--- config.mk ---
export PLATFORM = sky130hd
export DESIGN_NAME = fifo_stat_ctrl
export DESIGN_NICKNAME = d
export VERILOG_FILES = /design/src/rtl/fsc_pkg.sv /design/src/rtl/fsc_regbank.sv /design/src/rtl/fsc_occupancy.sv /design/src/rtl/fifo_stat_ctrl.sv
export SDC_FILE = /design/constraint.sdc
export NUM_CORES = 1
export LEC_CHECK = 0
export BUFFER_PORTS_ARGS = -buffer_cell sky130_fd_sc_hd__buf_2
export CAP_MARGIN = 20
export CORE_ASPECT_RATIO = 0.75
export CORE_MARGIN = 2
export CORE_UTILIZATION = 42
export DETAILED_ROUTE_END_ITERATION = 7
export HOLD_SLACK_MARGIN = 0.12
export RECOVER_POWER = 50
export SYNTH_ARGS = -nofsm -noshare
export SYNTH_HDL_FRONTEND = slang
export SYNTH_SLANG_ARGS = --single-unit
--- constraint.sdc ---
create_clock -name clk -period 8.8 [get_ports clk]
set_input_delay 1.32 -clock clk [delete_from_list [all_inputs] [get_ports clk]]
set_output_delay 1.32 -clock clk [all_outputs]
set_load 0.01 [all_outputs]
--- src/rtl/fsc_pkg.sv ---
package fsc_pkg;
  localparam int DW = 8;
  localparam int AW = 4;

  localparam logic [AW-1:0] A_MODE = 4'd1;
  localparam logic [AW-1:0] A_BAUD = 4'd2;
  localparam logic [AW-1:0] A_CTRL = 4'd3;
  localparam logic [AW-1:0] A_SENS = 4'd4;
  localparam logic [AW-1:0] A_STAT = 4'd5;
  localparam logic [AW-1:0] A_CNTL = 4'd6;
  localparam logic [AW-1:0] A_CNTH = 4'd7;
  localparam logic [AW-1:0] A_DPLL = 4'd8;
  localparam logic [AW-1:0] A_DIG  = 4'd9;
  localparam logic [AW-1:0] A_LAST = 4'd9;

  // status bit positions
  localparam int ST_EOF = 7;
  localparam int ST_UNF = 6;
  localparam int ST_OVF = 5;
  localparam int ST_DIR = 4;
  localparam int ST_CLR = 3;
  localparam int ST_EMP = 2;
  localparam int ST_RXE = 1;
  localparam int ST_TXE = 0;

  // mode bit that opens the FIFO
  localparam int MD_FIFO_ON = 1;
endpackage

--- src/rtl/fsc_regbank.sv ---
module fsc_regbank
  import fsc_pkg::*;
#(
  parameter logic [2:0] REV = 3'b101
) (
  input  logic          clk,
  input  logic          rst,
  input  logic          wr,
  input  logic          rd,
  input  logic [AW-1:0] addr,
  input  logic [DW-1:0] wdata,
  input  logic [DW-1:0] stat_byte,
  input  logic [DW-1:0] cnt_lo,
  input  logic [DW-1:0] cnt_hi,
  output logic [DW-1:0] rdata,
  output logic [DW-1:0] mode_q,
  output logic          clear_pulse
);
  localparam int NRW = 5;
  localparam int REVW = 3;
  localparam logic [AW-1:0] RW_ADDR [NRW] = '{A_MODE, A_BAUD, A_CTRL, A_DPLL, A_DIG};

  logic [DW-1:0]      rw_q [NRW];
  logic [DW-REVW-1:0] sens_hi;
  logic [DW-1:0]      rd_next;

  for (genvar g = 0; g < NRW; g++) begin : g_rw
    always_ff @(posedge clk) begin
      if (rst) begin
        rw_q[g] <= '0;
      end else if (wr && addr == RW_ADDR[g]) begin
        rw_q[g] <= wdata;
      end
    end
  end

  always_ff @(posedge clk) begin
    if (rst) begin
      sens_hi <= '0;
    end else if (wr && addr == A_SENS) begin
      sens_hi <= wdata[DW-1:REVW];
    end
  end

  assign clear_pulse = wr && (addr == A_STAT) && wdata[ST_CLR];
  assign mode_q      = rw_q[0];

  always_comb begin
    rd_next = '0;
    for (int i = 0; i < NRW; i++) begin
      if (addr == RW_ADDR[i]) rd_next = rw_q[i];
    end
    case (addr)
      A_SENS:  rd_next = {sens_hi, REV};
      A_STAT:  rd_next = stat_byte;
      A_CNTL:  rd_next = cnt_lo;
      A_CNTH:  rd_next = cnt_hi;
      default: ;
    endcase
  end

  always_ff @(posedge clk) begin
    if (rst) begin
      rdata <= '0;
    end else if (rd) begin
      rdata <= rd_next;
    end
  end
endmodule

--- src/rtl/fsc_occupancy.sv ---
module fsc_occupancy #(
  parameter int DEPTH = 4096,
  parameter int DW    = 8,
  localparam int CW   = $clog2(DEPTH) + 1
) (
  input  logic          clk,
  input  logic          rst,
  input  logic          en,
  input  logic          clear,
  input  logic          push,
  input  logic          pop,
  input  logic [DW-1:0] fifo_rdata,
  output logic [CW-1:0] count,
  output logic          ovf,
  output logic          unf,
  output logic          dir_tx,
  output logic          empty,
  output logic          we,
  output logic          re,
  output logic [DW-1:0] pop_data
);
  localparam logic [CW-1:0] FULL_AT = CW'(DEPTH);

  logic full;
  logic push_req;
  logic pop_req;

  assign full     = (count == FULL_AT);
  assign empty    = (count == '0);
  assign push_req = en && push && !clear;
  assign pop_req  = en && pop && !clear;
  assign we       = push_req && !full;
  assign re       = pop_req && !empty;

  always_ff @(posedge clk) begin
    if (rst) begin
      count  <= '0;
      ovf    <= 1'b0;
      unf    <= 1'b0;
      dir_tx <= 1'b0;
    end else if (clear) begin
      count <= '0;
      ovf   <= 1'b0;
      unf   <= 1'b0;
    end else begin
      count <= count + CW'(we) - CW'(re);
      if (push_req && full)  ovf <= 1'b1;
      if (pop_req && empty)  unf <= 1'b1;
      if (we && !re)         dir_tx <= 1'b1;
      else if (re && !we)    dir_tx <= 1'b0;
    end
  end

  always_ff @(posedge clk) begin
    if (rst) begin
      pop_data <= '0;
    end else if (re) begin
      pop_data <= fifo_rdata;
    end else if (pop_req && empty) begin
      pop_data <= '0;
    end
  end
endmodule

--- src/rtl/fifo_stat_ctrl.sv ---
module fifo_stat_ctrl
  import fsc_pkg::*;
#(
  parameter int         DEPTH = 4096,
  parameter logic [2:0] REV   = 3'b101,
  localparam int        CW    = $clog2(DEPTH) + 1
) (
  input  logic          clk,
  input  logic          rst,
  input  logic          bus_wr,
  input  logic          bus_rd,
  input  logic [AW-1:0] bus_addr,
  input  logic [DW-1:0] bus_wdata,
  output logic [DW-1:0] bus_rdata,
  input  logic          push,
  input  logic          pop,
  input  logic [DW-1:0] fifo_rdata,
  input  logic          frame_end,
  input  logic          rx_err,
  input  logic          tx_err,
  output logic          fifo_we,
  output logic          fifo_re,
  output logic [DW-1:0] pop_data
);
  logic [DW-1:0] mode_q;
  logic          mode_en;
  logic          clear_wr;
  logic [CW-1:0] occ_count;
  logic          ovf_flag;
  logic          unf_flag;
  logic          dir_flag;
  logic          empty_flag;
  logic [DW-1:0] stat_byte;
  logic [DW-1:0] cnt_lo;
  logic [DW-1:0] cnt_hi;

  assign mode_en = mode_q[MD_FIFO_ON];

  always_comb begin
    stat_byte         = '0;
    stat_byte[ST_EOF] = frame_end;
    stat_byte[ST_UNF] = unf_flag;
    stat_byte[ST_OVF] = ovf_flag;
    stat_byte[ST_DIR] = dir_flag;
    stat_byte[ST_EMP] = empty_flag;
    stat_byte[ST_RXE] = rx_err;
    stat_byte[ST_TXE] = tx_err;
  end

  assign cnt_lo = occ_count[DW-1:0];
  assign cnt_hi = DW'(occ_count >> DW);

  fsc_regbank #(.REV(REV)) u_regs (
    .clk         (clk),
    .rst         (rst),
    .wr          (bus_wr),
    .rd          (bus_rd),
    .addr        (bus_addr),
    .wdata       (bus_wdata),
    .stat_byte   (stat_byte),
    .cnt_lo      (cnt_lo),
    .cnt_hi      (cnt_hi),
    .rdata       (bus_rdata),
    .mode_q      (mode_q),
    .clear_pulse (clear_wr)
  );

  fsc_occupancy #(.DEPTH(DEPTH), .DW(DW)) u_occ (
    .clk        (clk),
    .rst        (rst),
    .en         (mode_en),
    .clear      (clear_wr),
    .push       (push),
    .pop        (pop),
    .fifo_rdata (fifo_rdata),
    .count      (occ_count),
    .ovf        (ovf_flag),
    .unf        (unf_flag),
    .dir_tx     (dir_flag),
    .empty      (empty_flag),
    .we         (fifo_we),
    .re         (fifo_re),
    .pop_data   (pop_data)
  );
endmodule

==> reports/results.txt <==
post-synthesis async set-or-reset flop share - 0%
min cycle time layout - 5340 ps
outcome - complete, no violations
Period Utilization, post-route - 60.7%
Total Power - 1290 µW
layout net count - 510
dpl hpwl - 7910 µm
postcts setup bufs - 0
startpoint type of the worst setup path - input pin
CTS Buffer Depth - 2
Tightest Pin Transition - 1290 ps
fin cells - 598
Power Density - 271 nW/µm²
main combinational cell family by area after synthesis - simple AND/OR/NAND/NOR gates
H-Tree Depth - 3
number of max-cap violations - 0
simple-gate share of the synthesized area - 20.1%
Final Skew - 7.47 ps
diodes inserted - 0
commonest non-fill, non-tap cell in the layout - edfxtp_1
crit path kind - in2reg
sequential-to-total area share from yosys stat - 46.4%
routed vias/inst - 5.55
WL/cell - 17.7 µm
total gr overflow - 0
largest net degree at the start of global routing - 29
RSZ-0062 raised after global routing - false
Die X - 119 µm
Unique masters post-synth - 63
Starting Density - 43.2%
Worst-path clk slew - 60 ps
Post-synth top flop - edfxtp_1
max frequency - 187 MHz
Crit path arrival time - 5560 ps
Min Hold Slack - 472 ps
Synth Area in Compound Gates - 17.8%
die area - 10800 µm²
layout cells sized above 1 - 13.3%
Yosys warning count - 0
Starting DRT DRC Count - 375
fin. max-slew vios - 0
Hold-fix buffers, CTS - 0
Post-Synth XOR/XNOR Area - 0.627%
IO buf count - 46
Final Wtd Congestion - 0.863
placed insts - 582
CTS Root Cell - clkbuf_16
CTS buffer count - 9
top-area cell type share of the netlist area - 28.7%
Sink Count - 77
largest cells by area after synthesis - edfxtp_1 (29%), dfxtp_1 (18%), and2_1 (6.1%)
setup TNS - 0 ps
Detailed Route WL - 10600 µm
total track usage - 20.9%
most frequent cells in the layout - edfxtp_1 (40), dfxtp_1 (37), nor2_1 (36)
Setup violations, final - 0
Die H - 90.5 µm
Adder-Cell Fraction of Synth Area - 6.15%
DR DRC count - 0
cells after synthesis - 416
Max-slew headroom - 13.9%
area delta synth->final - 14.0%
Site Rows - 31
global-route wire length before repair - 17000 µm
Required @ worst endpoint - 9020 ps
via count - 3316
post-synthesis mux area share - 4.21%
Leak Pwr - 0.00181 µW
number of synthesized flops with an enable pin - 40
ANT nets after route - 0
number of global-route vias before repair - 3128
area leader, netlist - edfxtp_1
initial antenna violation count - 0
Final Hold Viols - 0
Synth Register Bits - 77
CTS tree - done
Post-Syn Area - 4190 µm²
Synth Area per Inst - 10.1 µm²
Worst Path Max Fanout - 28
min-delay worst type - reg2reg
clk_lat worst skew - 340 ps
setup ws final - 3460 ps
pre-CTS setup slack - 3870 ps
Max VDD drop - 0.138 mV
cts repair resizes - 0
Crit. End Element - flop
Pre-antenna DRT Iters - 5
Synthesized Nets - 465
layout filler cell count - 961
# IOs - 47
Core Region - 9700 µm²
[report_power, final]
| part | total [µW] | internal [µW] | switching (µW) | leakage [µW] |
|---|---|---|---|---|
| sequential | 453 | 420 | 33.4 | 0.000688 |
| clock | 394 | 248 | 146 | 0.000153 |
| combinational | 445 | 188 | 257 | 0.000975 |
| total | 1290 | 856 | 436 | 0.00181 |
[worst paths after layout]
kind | from | endpoint | slack, ps | cells past startpoint
worst max-delay path | bus_addr[0] | u_occ.count[12] | 3460 | 14
worst min-delay path | u_occ.unf | u_occ.unf | 470 | 2
worst max register to register | u_occ.count[10] | u_occ.count[12] | 5190 | 15
worst min register to register | u_occ.unf | u_occ.unf | 470 | 2
[Yosys cell counts, drive strengths merged, types with 2 or more instances]
library cell,count
a211oi,3
a21oi,17
a22oi,22
a2bb2oi,3
a311oi,2
a31oi,4
and2,41
and2b,2
buf,12
clkbuf,6
dfxtp,37
edfxtp,40
ha,19
inv,25
mux2,3
mux2i,12
nand2,17
nand2b,8
nand3,5
nor2,37
nor2b,10
nor3,13
nor4,3
nor4b,2
o211a,2
o211ai,4
o21a,2
o21ai,27
o21ba,2
o21bai,2
o221a,2
o22ai,2
o311ai,2
o31ai,4
or2,2
or3,5
xnor2,2
[layout make-up]
| cell class | instances | area [µm²] | share of cell area [%] |
|---|---|---|---|
| flip-flops and latches | 77 | 1940 | 40.7 |
| repair buffers | 52 | 241 | 5.06 |
| clock buffers | 10 | 229 | 4.80 |
| well taps | 132 | 165 | 3.46 |
| inverters | 26 | 97.6 | 2.04 |
| multi-input cells | 295 | 2010 | 42.1 |
| clock inverters | 6 | 87.6 | 1.83 |
[cell families (layout without fill, tap and decap cells)]
family	count (synthesis)	count (layout)
muxes	16	16
adders and majority gates	20	20
and+or+nand+nor	150	150
AOI/OAI and AO/OA	106	106
buffers and inverters	44	94
xor gates and xnor gates	3	3
DFF	77	77
[critical path, cell delays in order]
cell and delay, ps:
clkbuf_1 920, nand2b_1 420, o311ai_4 650, nor2_4 170, ha_1 310, inv_1 60
ha_1 180, inv_1 60, fa_1 370, and2b_1 260, o311ai_2 120, a21oi_1 360
o21ai_0 200, mux2i_1 150
[sequential cells by signal, indices dropped and copies added (netlist names)]
signal,flops
u_occ.unf,1
u_regs.rw_q,40
u_occ.count,13
u_regs.rdata,8
u_regs.sens_hi,5
u_occ.ovf,1
u_occ.dir_tx,1
u_occ.pop_data,8
[per-stage QoR]
stage | area (µm²) | util, %
after floorplan | 4190 | -
after detailed placement | 4530 | 46.7
final | 4770 | 49.2
after global placement | 4530 | 46.7
after CTS | 4840 | 49.9
after global routing | 4770 | 49.2
[layer usage]
layer	share of wire (%)	wire length, µm	track usage [%]
met3	8.1	862	5.24
met2	40	4260	27.3
met4	1.4	148	6.76
met5	0	0	0
met1	50	5340	32.9
Note: power is estimated with default switching activity, not from simulation.
